`src/rtl/pta_pkg.sv`:
```
package pta_pkg;

    // Two-bit link code applied to each literal of a product term
    typedef enum logic [1:0] {
        LINK_INTACT = 2'b00,   // term inhibited
        LINK_TRUE   = 2'b01,   // variable used as is
        LINK_COMP   = 2'b10,   // variable used inverted
        LINK_OPEN   = 2'b11    // variable ignored
    } link_e;

    localparam int CTRL_CIN_LSB = 0;
    localparam int CTRL_GEN_BIT = 2;

    // Factor contributed by one literal: bit0 admits the true value,
    // bit1 admits the inverted value.
    function automatic logic link_factor(input logic [1:0] code, input logic x);
        return (code[0] & x) | (code[1] & ~x);
    endfunction

endpackage

```
`src/rtl/pta_cfg_regs.sv`:
```
module pta_cfg_regs #(
    parameter int NUM_TERMS = 32,
    parameter int NUM_VAR   = 16,
    parameter int CFG_W     = 16,
    parameter int ADDR_W    = 7
) (
    input  logic                                  clk_i,
    input  logic                                  rst_ni,
    input  logic                                  we_i,
    input  logic [ADDR_W-1:0]                     addr_i,
    input  logic [CFG_W-1:0]                      wdata_i,
    input  logic [NUM_TERMS-1:0]                  illegal_i,
    output logic [NUM_TERMS-1:0][2*NUM_VAR-1:0]   link_o,
    output logic [NUM_TERMS-1:0][1:0]             cin_o,
    output logic [NUM_TERMS-1:0]                  gen_o,
    output logic                                  err_o
);
    import pta_pkg::*;

    localparam int LINK_W      = 2 * NUM_VAR;
    localparam int LINK_WORDS  = LINK_W / CFG_W;
    localparam int WORD_SEL_W  = $clog2(LINK_WORDS + 1);
    localparam int TERM_SEL_W  = ADDR_W - WORD_SEL_W;

    typedef struct packed {
        logic [NUM_TERMS-1:0][LINK_W-1:0] link;
        logic [NUM_TERMS-1:0][1:0]        cin;
        logic [NUM_TERMS-1:0]             gen;
        logic                             err;
    } state_t;

    state_t st_d, st_q;

    logic [TERM_SEL_W-1:0] term_sel;
    logic [WORD_SEL_W-1:0] word_sel;

    assign term_sel = addr_i[ADDR_W-1 -: TERM_SEL_W];
    assign word_sel = addr_i[WORD_SEL_W-1:0];

    always_comb begin
        st_d = st_q;
        if (we_i) begin
            for (int w = 0; w < LINK_WORDS; w++) begin
                if (word_sel == WORD_SEL_W'(w)) begin
                    st_d.link[term_sel][w*CFG_W +: CFG_W] = wdata_i;
                end
            end
            if (word_sel == WORD_SEL_W'(LINK_WORDS)) begin
                st_d.cin[term_sel] = wdata_i[CTRL_CIN_LSB +: 2];
                st_d.gen[term_sel] = wdata_i[CTRL_GEN_BIT];
            end
        end
        st_d.err = st_q.err | (|illegal_i);
    end

    always_ff @(posedge clk_i or negedge rst_ni) begin
        if (!rst_ni) begin
            st_q <= '0;
        end else begin
            st_q <= st_d;
        end
    end

    assign link_o = st_q.link;
    assign cin_o  = st_q.cin;
    assign gen_o  = st_q.gen;
    assign err_o  = st_q.err;

endmodule

```
`src/rtl/pta_term_plane.sv`:
```
module pta_term_plane #(
    parameter int NUM_TERMS = 32,
    parameter int NUM_VAR   = 16
) (
    input  logic [NUM_VAR-1:0]                    vars_i,
    input  logic [NUM_TERMS-1:0][2*NUM_VAR-1:0]   link_i,
    output logic [NUM_TERMS-1:0]                  base_o
);
    import pta_pkg::*;

    for (genvar t = 0; t < NUM_TERMS; t++) begin : g_term
        logic acc;
        always_comb begin
            acc = 1'b1;
            for (int v = 0; v < NUM_VAR; v++) begin
                acc = acc & link_factor(link_i[t][2*v +: 2], vars_i[v]);
            end
        end
        assign base_o[t] = acc;
    end

endmodule

```
`src/rtl/pta_comp_array.sv`:
```
module pta_comp_array #(
    parameter int NUM_TERMS = 32
) (
    input  logic [NUM_TERMS-1:0]       base_i,
    input  logic [NUM_TERMS-1:0][1:0]  cin_i,
    input  logic [NUM_TERMS-1:0]       gen_i,
    output logic [NUM_TERMS-1:0]       term_o,
    output logic                       comp_o,
    output logic [NUM_TERMS-1:0]       illegal_o
);
    import pta_pkg::*;

    logic [NUM_TERMS-1:0] drivers;

    // A legal generator has an open complement literal, so its value is
    // the base product alone; the NOR therefore needs no feedback path.
    for (genvar t = 0; t < NUM_TERMS; t++) begin : g_legal
        assign illegal_o[t] = gen_i[t] & (cin_i[t] != LINK_OPEN);
        assign drivers[t]   = gen_i[t] & ~illegal_o[t] & base_i[t];
    end

    assign comp_o = ~(|drivers);

    for (genvar t = 0; t < NUM_TERMS; t++) begin : g_out
        assign term_o[t] = base_i[t] & link_factor(cin_i[t], comp_o) & ~illegal_o[t];
    end

endmodule

```
`src/rtl/pta_top.sv`:
```
module pta_top #(
    parameter int NUM_DED   = 4,
    parameter int NUM_BIO   = 4,
    parameter int NUM_FB    = 8,
    parameter int NUM_TERMS = 32,
    parameter int CFG_W     = 16,
    parameter int ADDR_W    = $clog2(NUM_TERMS)
                            + $clog2((2 * (NUM_DED + NUM_BIO + NUM_FB)) / CFG_W + 1)
) (
    input  logic                  clk_i,
    input  logic                  rst_ni,
    input  logic                  cfg_we_i,
    input  logic [ADDR_W-1:0]     cfg_addr_i,
    input  logic [CFG_W-1:0]      cfg_wdata_i,
    input  logic [NUM_DED-1:0]    ded_i,
    input  logic [NUM_BIO-1:0]    bio_i,
    input  logic [NUM_FB-1:0]     fb_i,
    output logic [NUM_TERMS-1:0]  term_o,
    output logic                  comp_o,
    output logic                  cfg_err_o
);
    localparam int NUM_VAR = NUM_DED + NUM_BIO + NUM_FB;
    localparam int LINK_W  = 2 * NUM_VAR;

    logic [NUM_VAR-1:0]                  vars_w;
    logic [NUM_TERMS-1:0][LINK_W-1:0]    link_w;
    logic [NUM_TERMS-1:0][1:0]           cin_w;
    logic [NUM_TERMS-1:0]                gen_w;
    logic [NUM_TERMS-1:0]                base_w;
    logic [NUM_TERMS-1:0]                illegal_w;

    assign vars_w = {fb_i, bio_i, ded_i};

    pta_cfg_regs #(
        .NUM_TERMS (NUM_TERMS),
        .NUM_VAR   (NUM_VAR),
        .CFG_W     (CFG_W),
        .ADDR_W    (ADDR_W)
    ) cfg_i (
        .clk_i     (clk_i),
        .rst_ni    (rst_ni),
        .we_i      (cfg_we_i),
        .addr_i    (cfg_addr_i),
        .wdata_i   (cfg_wdata_i),
        .illegal_i (illegal_w),
        .link_o    (link_w),
        .cin_o     (cin_w),
        .gen_o     (gen_w),
        .err_o     (cfg_err_o)
    );

    pta_term_plane #(
        .NUM_TERMS (NUM_TERMS),
        .NUM_VAR   (NUM_VAR)
    ) plane_i (
        .vars_i    (vars_w),
        .link_i    (link_w),
        .base_o    (base_w)
    );

    pta_comp_array #(
        .NUM_TERMS (NUM_TERMS)
    ) comp_i (
        .base_i    (base_w),
        .cin_i     (cin_w),
        .gen_i     (gen_w),
        .term_o    (term_o),
        .comp_o    (comp_o),
        .illegal_o (illegal_w)
    );

endmodule

```
`config.mk`:
```
export PLATFORM = sky130hd
export DESIGN_NAME = pta_top
export DESIGN_NICKNAME = d
export VERILOG_FILES = /design/src/rtl/pta_pkg.sv /design/src/rtl/pta_cfg_regs.sv /design/src/rtl/pta_term_plane.sv /design/src/rtl/pta_comp_array.sv /design/src/rtl/pta_top.sv
export SDC_FILE = /design/constraint.sdc
export NUM_CORES = 2
export LEC_CHECK = 0
export BUFFER_PORTS_ARGS = -buffer_cell sky130_fd_sc_hd__buf_2
export CAP_MARGIN = 20
export CORE_UTILIZATION = 60
export CTS_CLUSTER_SIZE = 16
export DETAILED_ROUTE_END_ITERATION = 6
export PLACE_DENSITY = 0.76
export SYNTH_ARGS = -nofsm -noshare
export SYNTH_HDL_FRONTEND = slang
export SYNTH_SLANG_ARGS = --single-unit
```
`constraint.sdc`:
```
create_clock -name clk_i -period 3 [get_ports clk_i]
set_clock_uncertainty 0.1 [all_clocks]
set_input_delay 0.15 -clock clk_i [delete_from_list [all_inputs] [get_ports clk_i]]
set_output_delay 0.15 -clock clk_i [all_outputs]
set_load 0.05 [all_outputs]
```
Word level (Yosys, flattened, before mapping)
Cells that the tools add are included.
{ "totals": {"ram_bits": 0, "register_bits": 1121, "n_memories": 0, "latchBits": 0, "romBits": 0} }
{ "classes": {"multipliers": 0, "div": 0, "mux": 15, "bitwise_logic": 2322, "n_eq_ne": 34, "order_cmp": 2, "n_shift": 0, "reduce_logical": 5, "addsub": 0} }
{ "ops": {"columns": ["cell", "count"], "rows": [
  ["$mux W1024", 3],
  ["$bwmux W1024", 2],
  ["$and A1 B1 Y1", 1728],
  ["$or A1 B1 Y1", 545],
  ["$demux W32 S5", 2],
  ["$bwmux W64", 1],
  ["$ne A2 B2 Y1 const B", 32],
  ["$reduce_or A32 Y1", 2],
  ["$not A1 Y1", 49],
  ["$bwmux W32", 1],
  ["$mux W32", 1],
  ["$mux W16", 1],
  ["$demux W2 S5", 1],
  ["$lt A5 B6 Y1 const B", 1],
  ["$demux W1 S5", 1],
  ["$ge A5 B1 Y1 const B", 1],
  ["$eq A2 B1 Y1 const B", 1],
  ["$eq A2 B2 Y1 const B", 1],
  ["$logic_not A2 Y1", 1],
  ["$mux W2", 1],
  ["$reduce_and A2 Y1", 1],
  ["$logic_and A1 B1 Y1", 1],
  ["$mux W1", 1]
]} }

Depth between registers and ports, before layout
{ "logic_depth": {"depth_word": 25, "ltp_mapped": 13, "mapped_depth_nobuf": 8} }

Cells and area by module
A second synthesis with hierarchy kept.
{ "hier_totals": {"cells_unflattened": 3578, "hier_area_um2": 51929.8} }
{ "modules_own_cells": {"columns": ["mod", "area_each_um2", "cells_each", "instances"], "rows": [
  ["pta_cfg_regs", 43133.9, 2593, 1],
  ["pta_term_plane", 7284.5, 768, 1],
  ["pta_comp_array", 1511.4, 217, 1]
]} }

Worst setup path before layout
No wires, ideal clock.
{ "synth_path": {"path_kind": "input -> output", "start": "input bio_i[1]", "end": "output term_o[7]", "arrival_time_ps": 2755, "path_stages": 12, "path_slack_ps": -5, "cell_sequence": "buf_6 buf_6 mux2i_1 nor4_1 nand4_1 o22ai_1 nor4_1 nand4_1 buf_4 buf_6 or3b_1 a31oi_1"} }
{ "synth_via": {"elab_chain_cells": 21} }
{ "synth_rtl": {"columns": ["item", "line", "source"], "rows": [
  ["from (decl)", "pta_top.sv:16", "input logic [NUM_BIO-1:0] bio_i,"],
  ["$not A1 Y1", "pta_pkg.sv:17", "return (code[0] & x) | (code[1] & ~x);"],
  ["$and A1 B1 Y1", "pta_pkg.sv:17", null],
  ["$or A1 B1 Y1", "pta_pkg.sv:17", null],
  ["$and A1 B1 Y1 (11 in a row)", "pta_term_plane.sv:16", "acc = acc & link_factor(link_i[t][2*v +: 2], vars_i[v]);"],
  ["$and A1 B1 Y1", "pta_comp_array.sv:19", "assign drivers[t] = gen_i[t] & ~illegal_o[t] & base_i[t];"],
  ["$reduce_or A32 Y1", "pta_comp_array.sv:22", "assign comp_o = ~(|drivers);"],
  ["$not A1 Y1", "pta_comp_array.sv:22", null],
  ["$and A1 B1 Y1", "pta_pkg.sv:17", null],
  ["$or A1 B1 Y1", "pta_pkg.sv:17", null],
  ["$and A1 B1 Y1 * (2 in a row)", "pta_comp_array.sv:25", "assign term_o[t] = base_i[t] & link_factor(cin_i[t], comp_o) & ~illegal_o[t];"],
  ["to (decl)", "pta_top.sv:18", "output logic [NUM_TERMS-1:0] term_o,"]
]} }
Mark *: on every way between the ends. The rest lies on a longest branch, timed or not.

Worst setup path in the final report
{ "layout_path": {"start": "register cfg_i.st_q, in the netlist cfg_i.link_o[17]", "end": "output term_o[2]"} }
{ "layout_via": {"elab_chain_cells": 17} }
{ "layout_rtl": {"columns": ["item", "line", "source"], "rows": [
  ["from (decl)", "pta_cfg_regs.sv:32", "state_t st_d, st_q;"],
  ["from (signal assigned)", "pta_cfg_regs.sv:60", "st_q <= st_d;"],
  ["$and A1 B1 Y1 *", "pta_pkg.sv:17", null],
  ["$or A1 B1 Y1 *", "pta_pkg.sv:17", null],
  ["$and A1 B1 Y1 * (8 in a row)", "pta_term_plane.sv:16", null],
  ["$and A1 B1 Y1 *", "pta_comp_array.sv:19", null],
  ["$reduce_or A32 Y1 *", "pta_comp_array.sv:22", null],
  ["$not A1 Y1", "pta_comp_array.sv:22", null],
  ["$and A1 B1 Y1", "pta_pkg.sv:17", null],
  ["$or A1 B1 Y1 *", "pta_pkg.sv:17", null],
  ["$and A1 B1 Y1 * (2 in a row)", "pta_comp_array.sv:25", null]
]} }
Marks and branches as above.

==> summary.md <==
| Metric | Value |
|---|---|
| Status | `finished with violations` |
| Violated checks | `negative setup slack` |
| Sequential-to-total area share from yosys stat | `0.558` |
| Static Leakage | `0.0285 µW` |
| Vias in the first global route | `approximately 35000` |
| Final #Nets | `3845` |
| Worst Tran Pin Value | `1.12 ns` |
| Syn_nets | `3586` |
| Final Wtd Congestion | `0.877` |
| DR vias | `32500` |
| Commonest non-fill, non-tap cell in the layout | `dfrtp_1` |
| Pins Over Slew Limit | `0` |
| Period minus WS final | `3.79 ns` |
| Drc violations | `0` |
| Pin count of the biggest net entering global routing | `150` |
| Worst setup path startpoint | `cfg_i.link_o[17]` |
| Worst EP arrival | `3.54 ns` |
| Rel. slew slack | `0.256` |
| Num CTS Buffers | `111` |
| IO Pins | `76` |
| Final Util | `0.711` |
| Final setup fails | `33` |
| Initial antenna violation count | `3` |
| Total track usage | `0.350` |
| Fin crit share | `1.26` |
| Die Span Y | `292 µm` |
| Post-synth EDFFs | `0` |
| R2R cell count | `5` |
| Core footprint | `82500 µm²` |
| Worst R2R Start | `cfg_i.cin_o[61]` |
| Grt total ovfl | `0` |
| IO buf count | `75` |
| Max-Cap Viols | `0` |
| Setup ws final | `-0.791 ns` |
| Mapped Area | `50300 µm²` |
| Setup Crit Path Kind | `flop to primary output` |
| DRT antenna net count | `0` |
| R2R Setup Slk | `1.34 ns` |
| WL final | `147000 µm` |
| Peak VDD IR | `519 µV` |
| Mean post-synth cell area | `14.2 µm²` |
| Data required, critical path | `approximately 2.8 ns` |
| TritonRoute pass-1 iters | `7` |
| Distinct cells, synth | `34` |
| Seq cells post-synth | `1121` |
| Core Rows | `about 110` |
| CTS H-tree depth | `3` |
| Commonest register cell after synthesis | `dfrtp_1` |
| DR iter-0 viols | `about 3200` |
| Mapped Cells | `3544` |
| Pwr Density | `591 nW/µm²` |
| Routed len/inst | `slightly below 30 µm` |
| Crit. End Element | `primary output` |
| Die area | `85000 µm²` |
| Clk slew on worst S/H paths | `0.06 ns` |
| Unrepaired setup endpoints after global routing | `yes` |
| Clk root buf | `clkbuf_16` |
| DR vias/cell | `6.55` |
| CTS tree | `built` |
| Most frequent cells in the layout | `dfrtp_1, mux2_2, mux2i_1` |
| YS warnings | `0` |
| Capturing point of the worst reg2reg path | `cfg_i.err_o` |
| Hold WC Path Type | `input pin to asynchronous set/reset pin` |
| Final hold vios | `0` |
| Global-route wire length before repair | `roughly 220000 µm` |
| Min Hold Slack | `0.0213 ns` |
| Die Width | `292 µm` |
| Largest fanout on the critical path | `7` |
| F_max | `264 MHz` |
| Clock sink count | `roughly 1100` |
| Area grow syn2layout | `16.7%` |
| Crit start category | `flop` |
| Clk Latency, worst-skew pair | `~0.70 ns` |
| CTS Buffer Depth | `3` |
| Post-synth ARST share | `1.00` |
| Layout cells sized above 1 | `0.464` |
| Initial core utilization | `0.610` |
| Detail Placement HPWL | `92900 µm` |
-- how the worst max path moves through the flow --
| stage | endpoint | slack [ns] | depth (start not counted) |
|---|---|---|---|
| floorplan | term_o[1] | -0.005 | 12 |
| global placement | term_o[30] | -0.86 | 16 |
| detailed placement | term_o[30] | -0.81 | 16 |
| CTS | term_o[30] | -0.77 | 13 |
| global route | term_o[2] | -0.93 | 15 |
| finish | term_o[2] | -0.79 | 15 |
-- metal layers --
| metal | global-route usage | up-vias | wire, µm |
|---|---|---|---|
| li1 | - | 13400 | - |
| met2 | 0.554 | 1405 | 69500 |
| met5 | 0 | - | 9 |
| met4 | 0.150 | 2 | 6000 |
| met1 | 0.471 | 17300 | 59300 |
| met3 | 0.0755 | 383 | 12200 |
-- final cells by class --
cell class | count | area (µm²)
repair buffers | 424 | 4270
well taps | 1070 | 1340
multi-input cells | 2144 | 21400
fillers | 5257 | 23800
diodes | 2 | 5.00
clock inverters | 31 | 387
clock buffers | 172 | 3280
flip-flops and latches | 1121 | 28100
inverters | 1 | 3.75
-- cell families after synthesis --
logic type	count (synthesis)	share of synthesized area
muxes	1632	0.353
DFF	1121	0.558
and+or+nand+nor	448	0.0500
buffers and inverters	279	0.0313
AOI/OAI and AO/OA	64	0.00841
-- Yosys cell counts (5+ instances only) --
master	instances	area, µm²
or3b_1	32	280
buf_2	15	75.1
mux2_2	1120	12600
nor3_1	11	55.1
a22oi_1	12	90.1
buf_1	16	60.1
or3_1	5	31.3
mux2i_1	512	5120
a31oi_1	32	200
nand3_1	42	210
nand2_1	87	327
clkbuf_1	178	668
nand4_1	35	219
o22ai_1	16	100
buf_6	66	743
dfrtp_1	1121	28100
nor4_1	132	826
nor2_1	58	218
nand3b_1	33	248
-- sequential cells by signal, indices dropped and copies added, names as in the netlist --
register	count
cfg_i.link_o	1024
cfg_i.err_o	1
cfg_i.gen_o	32
cfg_i.cin_o	64
-- worst max-delay path: stages, from the launching register on --
cell	delay, ns
dfrtp_1	0.34
mux2i_1	0.13
nor4_2	0.38
nand4_1	0.21
buf_12	0.20
o22ai_2	0.25
nor4_2	0.07
nand4_1	0.17
buf_6	0.21
buf_8	0.13
buf_6	0.10
buf_6	0.09
nand3b_1	0.08
a31oi_1	0.21
buf_4	0.15
buf_12	0.12
-- stage by stage --
step                      power [µW]  worst slack, ns  area (µm²)  TNS (ns)  std cells
after floorplan                19200         -0.00491       50300   -0.0154       3544
after global placement         20500           -0.859       53900    -19.96       4732
after detailed placement       20800           -0.815       53900    -18.56       4732
after CTS                      34700           -0.769       58400    -22.02       4956
after global routing           35700           -0.930       58700    -27.09       4963
final                          34700           -0.791       58700    -22.87       4965
-- power breakdown --
part	leakage [µW]	total, µW	internal, µW	switching (µW)
Clock	0.00181	14000	8100	5930
Combinational	0.0115	3550	1680	1870
Sequential	0.0153	17100	16400	751
Total	0.0285	34700	26100	8550
-- timing repair --
item                                    in CTS  in global routing
endpoints found under the setup margin      33                 33
pin swaps                                   51                 27
endpoints found under the hold margin      607                  0
gates resized for setup                    122                 55
hold buffers                                 3                  0
cloned                                       2                  0
setup buffers                               20                 10
No activity file was read; power rests on OpenSTA's default activity.
